## src/rtl/hsem_pkg.sv

```systemverilog
package hsem_pkg;

    typedef enum logic [1:0] {
        OP_IDLE  = 2'd0,
        OP_READ  = 2'd1,
        OP_WRITE = 2'd2
    } hsem_op_e;

    // A read wins over a simultaneous write.
    function automatic hsem_op_e classify(input logic rd, input logic wr);
        if (rd)      return OP_READ;
        else if (wr) return OP_WRITE;
        else         return OP_IDLE;
    endfunction

endpackage

```

## src/rtl/hsem_decode.sv

```systemverilog
module hsem_decode #(
    parameter int              NUM_LOCKS = 30,
    parameter int              ADDR_W    = 12,
    parameter logic [ADDR_W-1:0] BASE_OFF  = 12'h404,
    localparam int             IDX_W     = (NUM_LOCKS > 1) ? $clog2(NUM_LOCKS) : 1
) (
    input  logic [ADDR_W-1:0] addr,
    output logic              hit,
    output logic [IDX_W-1:0]  idx
);
    localparam int SPAN_W = ADDR_W + 1;

    logic [SPAN_W-1:0] offset;
    logic [SPAN_W-1:0] word;

    always_comb begin
        offset = {1'b0, addr} - {1'b0, BASE_OFF};
        word   = offset >> 2;
        hit    = (addr >= BASE_OFF) && (offset[1:0] == 2'b00)
                 && (word < SPAN_W'(NUM_LOCKS));
        idx    = word[IDX_W-1:0];
    end

endmodule

```

## src/rtl/hsem_flags.sv

```systemverilog
module hsem_flags
    import hsem_pkg::*;
#(
    parameter int NUM_LOCKS = 30,
    localparam int IDX_W    = (NUM_LOCKS > 1) ? $clog2(NUM_LOCKS) : 1
) (
    input  logic             clk,
    input  logic             rst_n,
    input  hsem_op_e         op,
    input  logic             hit,
    input  logic [IDX_W-1:0] idx,
    input  logic             wzero,
    output logic             grant
);
    typedef struct packed {
        logic [NUM_LOCKS-1:0] flags;
    } flag_st_t;

    flag_st_t st_d, st_q;

    always_comb begin
        st_d  = st_q;
        grant = 1'b0;
        if (hit) begin
            if (op == OP_READ && !st_q.flags[idx]) begin
                st_d.flags[idx] = 1'b1;
                grant           = 1'b1;
            end else if (op == OP_WRITE && wzero) begin
                st_d.flags[idx] = 1'b0;
            end
        end
    end

    always_ff @(posedge clk or negedge rst_n) begin
        if (!rst_n) st_q <= '0;
        else        st_q <= st_d;
    end

    AST_READ_LEAVES_HELD: assert property (@(posedge clk) disable iff (!rst_n)
        (op == OP_READ && hit) |=> st_q.flags[$past(idx)]);
    AST_ZERO_WRITE_FREES: assert property (@(posedge clk) disable iff (!rst_n)
        (op == OP_WRITE && hit && wzero) |=> !st_q.flags[$past(idx)]);
    AST_NONZERO_HOLDS: assert property (@(posedge clk) disable iff (!rst_n)
        (op == OP_WRITE && !wzero) |=> $stable(st_q.flags));
    AST_MISS_HOLDS: assert property (@(posedge clk) disable iff (!rst_n)
        !hit |=> $stable(st_q.flags));
    AST_SINGLE_FLIP: assert property (@(posedge clk) disable iff (!rst_n)
        $countones(st_q.flags ^ $past(st_q.flags)) <= 1);

endmodule

```

## src/rtl/hsem_bank.sv

```systemverilog
module hsem_bank
    import hsem_pkg::*;
#(
    parameter int              NUM_LOCKS = 30,
    parameter int              ADDR_W    = 12,
    parameter int              DATA_W    = 32,
    parameter logic [ADDR_W-1:0] BASE_OFF  = 12'h404
) (
    input  logic              clk,
    input  logic              rst_n,
    input  logic [ADDR_W-1:0] bus_addr,
    input  logic              bus_rd,
    input  logic              bus_wr,
    input  logic [DATA_W-1:0] bus_wdata,
    output logic [DATA_W-1:0] bus_rdata,
    output logic              bus_ready
);
    localparam int IDX_W = (NUM_LOCKS > 1) ? $clog2(NUM_LOCKS) : 1;

    typedef struct packed {
        logic              ready;
        logic [DATA_W-1:0] rdata;
    } rsp_st_t;

    rsp_st_t          rsp_d, rsp_q;
    hsem_op_e         op;
    logic             hit;
    logic [IDX_W-1:0] idx;
    logic             grant;

    assign op = classify(bus_rd, bus_wr);

    hsem_decode #(
        .NUM_LOCKS (NUM_LOCKS),
        .ADDR_W    (ADDR_W),
        .BASE_OFF  (BASE_OFF)
    ) u_decode (
        .addr (bus_addr),
        .hit  (hit),
        .idx  (idx)
    );

    hsem_flags #(
        .NUM_LOCKS (NUM_LOCKS)
    ) u_flags (
        .clk   (clk),
        .rst_n (rst_n),
        .op    (op),
        .hit   (hit),
        .idx   (idx),
        .wzero (bus_wdata == '0),
        .grant (grant)
    );

    always_comb begin
        rsp_d       = '0;
        rsp_d.ready = (op != OP_IDLE);
        rsp_d.rdata = {{(DATA_W-1){1'b0}}, grant};
    end

    always_ff @(posedge clk or negedge rst_n) begin
        if (!rst_n) rsp_q <= '0;
        else        rsp_q <= rsp_d;
    end

    assign bus_ready = rsp_q.ready;
    assign bus_rdata = rsp_q.rdata;

    AST_READY_FOLLOWS: assert property (@(posedge clk) disable iff (!rst_n)
        (op != OP_IDLE) |=> bus_ready);
    AST_IDLE_QUIET: assert property (@(posedge clk) disable iff (!rst_n)
        (op == OP_IDLE) |=> (!bus_ready && bus_rdata == '0));
    AST_UPPER_ZERO: assert property (@(posedge clk) disable iff (!rst_n)
        bus_rdata[DATA_W-1:1] == '0);
    AST_WRITE_NO_DATA: assert property (@(posedge clk) disable iff (!rst_n)
        (bus_wr && !bus_rd) |=> (bus_rdata == '0));

endmodule

```

## config.mk

```make
export PLATFORM = sky130hd
export DESIGN_NAME = hsem_bank
export DESIGN_NICKNAME = d
export VERILOG_FILES = /design/src/rtl/hsem_pkg.sv /design/src/rtl/hsem_decode.sv /design/src/rtl/hsem_flags.sv /design/src/rtl/hsem_bank.sv
export SDC_FILE = /design/constraint.sdc
export NUM_CORES = 1
export LEC_CHECK = 0
export ABC_AREA = 1
export BUFFER_PORTS_ARGS = -buffer_cell sky130_fd_sc_hd__buf_2
export CAP_MARGIN = 10
export CORE_MARGIN = 3
export CORE_UTILIZATION = 46
export DETAILED_ROUTE_END_ITERATION = 10
export PLACE_DENSITY = 0.75
export SETUP_SLACK_MARGIN = 0.4
export SLEW_MARGIN = 0
export SYNTH_ARGS = -nofsm -noshare
export SYNTH_HDL_FRONTEND = slang
export SYNTH_SLANG_ARGS = --single-unit
export TNS_END_PERCENT = 10
```

## constraint.sdc

```tcl
create_clock -name clk -period 1.6 [get_ports clk]
set_input_delay 0.32 -clock clk [delete_from_list [all_inputs] [get_ports clk]]
set_output_delay 0.32 -clock clk [all_outputs]
set_load 0.01 [all_outputs]
```

After elaboration in Yosys (flattened, before gate mapping)
Index checks and enable logic that the tools add are counted.
- register bits: 32
- input port bits: 48
- add/subtract/negate cells: 1
- $lt $le $gt $ge: 4
- equality and inequality tests: 2
- mux-type cells: 10
- bitwise logic cells: 3
- reduce and logical (&&, ||, !) cells: 11
- operators by type and width (cell ; number):
    $mux W30 ; 2
    $logic_not A32 Y1 ; 1
    $and A30 B30 Y30 ; 1
    $not A30 Y30 ; 1
    $or A30 B30 Y30 ; 1
    $sub A12 B11 Y13 const B ; 1
    $ge A12 B11 Y1 const B ; 1
    $lt A11 B5 Y1 const B ; 1
    $lt A5 B6 Y1 const B ; 1
    $bmux W1 S5 ; 1
    $demux W1 S5 ; 1
    $ge A5 B1 Y1 const B ; 1
    $logic_and A1 B1 Y1 ; 5
    $mux W1 ; 4
    $mux W2 ; 2
    $reduce_bool A2 Y1 ; 2
    $eq A2 B1 Y1 const B ; 1
    $eq A2 B2 Y1 const B ; 1
    $logic_not A2 Y1 ; 1
    $reduce_and A2 Y1 ; 1
    $logic_not A1 Y1 ; 1

Logic depth before layout (Yosys ltp)
- depth after elaboration: 9
- gate-level depth with buffers: 18
- depth with buffers taken out: 15

By module
Synthesis repeated with hierarchy kept, for this count alone.
- cells, all modules: 439
- area, all modules: 2945.3 um^2
- by module, submodules not included (module ; instances ; cells an instance ; area each (um^2) ; seq. area each (um^2)):
    hsem_flags ; 1 ; 317 ; 2270.9 ; 750.7
    hsem_bank ; 1 ; 68 ; 416.6 ; 50.0
    hsem_decode ; 1 ; 54 ; 257.7 ; 0.0

Least setup slack after synthesis
No wires, ideal clock.
- path kind: in2reg
- start: in bus_addr[2]
- end: reg (tool-made name)
- library setup time: 116 ps
- data arrival time: 2056 ps
- slack: -573 ps
- stages on the path: 17
- buffers on the path: 4
- cells stage by stage: buf_6 inv_2 buf_6 ha_1 buf_4 nand2_1 nand2_4 clkinv_4 nand4_1 nand2_1 nor2_2 nand3_4 nand2_4 buf_6 nand2_1 nand2_1 nand2_1
- RTL lines (what ; line ; source):
    from (decl) ; hsem_bank.sv:11 ; input logic [ADDR_W-1:0] bus_addr,

==> out/qor.yml <==
run_status:
  status: "finished, violations left"
  violations: "setup timing"
synthesis:
  synth_area_um2: 2540
  avgSynthCellArea_um2: 6.46
  netlist_instances: 394
  yosysWarnings: 0
  synth.distinct_cells: 26
  ys_seq_area_share_pct: 31.5
  ys_ff_latch: 32
floorplan:
  rows: 26
  die_area_um2: 6460
  die_h_um: 80.4
  die_x_um: 80.4
  core_area_um2: 5240
  io_pins: 81
  start_util_pct: 48.6
sta:
  slew_violations: 0
  fin_ws_ns: -0.165
  period_needed_ns: 1.77
  skew_ns: 0.00507
  finalCritPeriodShare_pct: 110
  rsz0062_at_grt: "true"
  hold_viol: 0
  setup_viol: 29
  fmax_mhz: 567
clock_tree:
  cts_num_sinks: 32
  cts_root_buf: "clkbuf_8"
  htreeDepth: 2
  numCtsBuffers: 5
  cts_hold_buf: 0
  clock_path_buffers: 2
  worstSkewPairLatency_ns: 0.29
  cts_tree: "built"
  clk_pin_slew_worst_paths_ns: 0.07
cells_and_area:
  utilization_pct: 64.2
  final_cells: 547
  mostFrequentLayoutCell: "nand2_1"
  final_cell_mix: "nand2_1 (150), buf_2 (48), nor2_1 (39)"
  n_antenna_cell: 0
  final-seq-area_um2: 801
  nNetsFinal: 529
  multi_input_area_um2: 1570
  nFillCells: 463
  drive_gt1_share_pct: 30.2
  area_delta_synth_final_pct: 32.2
global_route:
  grt_usage_pct: 20.6
  grt_pass1_vias: 2362
  grt_pass1_wl_mm: 10.4
  grt_max_degree: 33
  gr-total-overflow: 0
  antenna_found_initial: 0
setup_path:
  crit_top_cell: "nand2_1"
  crit_fanout: 8
  cp_cell_sequence: "buf_2 -> inv_2 -> ha_4 -> inv_6 -> nand3_2 -> nand2_1 -> nand4_1 -> nand2_1 -> nor2_4 -> nand3_4 -> nand2_8 -> clkbuf_16 -> nand2_1 -> nand2_1 -> nand2_1"
  path_class: "input port to flip-flop"
  critPathArrivalTime_ns: 1.95
  cp-end-kind: "flip-flop"
  path_delay_family: "simple AND/OR/NAND/NOR gates"
  worstPathRequired_ns: 1.78
  slowest_stage: "ha_4"
  max_stage_delay_ns: 0.35
  startpoint_type: "input port"
  cp.buffers_inverters: 4
placed_design:
  place_congestion: 0.939
  dpl.cell_count: 533
  portBuffers: 49
  hpwl_mm: 4.87
  pre_cts_slack_ns: -0.555
pwr:
  powerDensity_nw_per_um2: 562
  finalPower_w: 0.00189
  swShare_pct: 31.3
  p_int_w: 0.00130
  power_switching_w: 0.000591
  pwr-share-seq_pct: 43.3
  vdd_drop_max_uv: 481
  comb_power_share_pct: 25.2
  clkPwrFrac_pct: 31.5
  leakagePower_nw: 1.76
routing:
  drt_iter0_drc: 181
  vias: 2696
  wl_per_cell_um: 13.0
  drcViolationCount: 0
  postRouteAntennaNets: 0
  drt_first_pass_iters: 4
  wl_mm: 7.09
  via_per_inst: 4.93
job:
  maxCapViolCount: 0
min_path:
  hp-class: "input port to asynchronous set/reset pin"
power by group through the flow:
stage                     registers, W  clock network, W  logic [W]
final                         0.000818          0.000596   0.000476
after global placement        0.000833                 0   0.000414
after floorplan               0.000833                 0   0.000293
after global routing          0.000818          0.000655   0.000522
after CTS                     0.000818          0.000607   0.000433
after detailed placement      0.000833                 0   0.000418
cell usage after synthesis:
master | number | area, um^2
nor2_2 | 2 | 12.5
a21oi_1 | 1 | 5.00
and2_1 | 1 | 6.26
buf_6 | 5 | 56.3
and3_1 | 1 | 6.26
o21ai_0 | 14 | 70.1
nand3_4 | 1 | 17.5
conb_1 | 1 | 3.75
clkinv_4 | 1 | 8.76
inv_1 | 28 | 105
buf_4 | 34 | 255
inv_2 | 4 | 15.0
buf_2 | 2 | 10.0
nor4_1 | 5 | 31.3
nand4_1 | 4 | 25.0
nor2_1 | 43 | 161
nand3b_1 | 1 | 7.51
nand2_2 | 4 | 25.0
nor2_4 | 3 | 33.8
or2_2 | 1 | 6.26
nand2_1 | 159 | 597
nand2_4 | 3 | 33.8
nor3_1 | 2 | 10.0
dfrtp_1 | 32 | 801
nand3_1 | 38 | 190
ha_1 | 4 | 50.1
metrics by stage:
stage / TNS (ns) / hold slack, ns / cell area, um^2
after global routing: -5.60 / 0.0920 / 3360
after detailed placement: -15.13 / 0.372 / 2990
final: -3.55 / 0.0452 / 3360
after global placement: -14.03 / 0.369 / 2990
after floorplan: -11.94 / 0.0244 / 2720
after CTS: -1.04 / 0.0628 / 3120
cell type report:
type / count / share of cell area [%]
multi-input cells: 318 / 46.8
well taps: 70 / 2.61
inverters: 33 / 4.43
repair buffers: 87 / 20.1
clock buffers: 6 / 2.16
clock inverters: 1 / 0.149
flip-flops and latches: 32 / 23.8
timing repair:
item                                    CTS  global route
buffers inserted                          1             1
cloned                                    0             5
resized for setup                        19            40
endpoints found under the hold margin     0             0
endpoints found under the setup margin   31            31
pin swaps                                 2            23
cells by family (layout without fill, tap and decap cells):
group	count (synthesis)	in the layout	synth area share, %
AO/OA/AOI/OAI	15	15	2.95
adder cells (fa/ha/maj)	4	4	1.97
buffers and inverters	74	127	17.7
flip-flops	32	32	31.5
other	1	31	0.147
AND/OR/NAND/NOR	268	268	45.7
layer usage:
metal	vias up	routed length [um]	GRT usage, %
met5	-	0	0
met4	0	104	6.59
met3	13	536	3.14
met2	106	3490	34.9
met1	1245	2960	26.6
li1	1332	-	-
worst paths after layout:
check                            start                         end  cells past startpoint  slack [ns]
max                        bus_addr[3]                   flip-flop                     15       -0.17
min                              rst_n  asynchronous set/reset pin                      2        0.05
max reg2reg                  flip-flop                   flip-flop                     13       -0.06
min reg2reg                  flip-flop                   flip-flop                      2        0.47
max in group asynchronous        rst_n  asynchronous set/reset pin                      2        1.24
min in group clk                bus_wr                   bus_ready                      2        0.24
No activity file was read; power rests on OpenSTA's default activity.
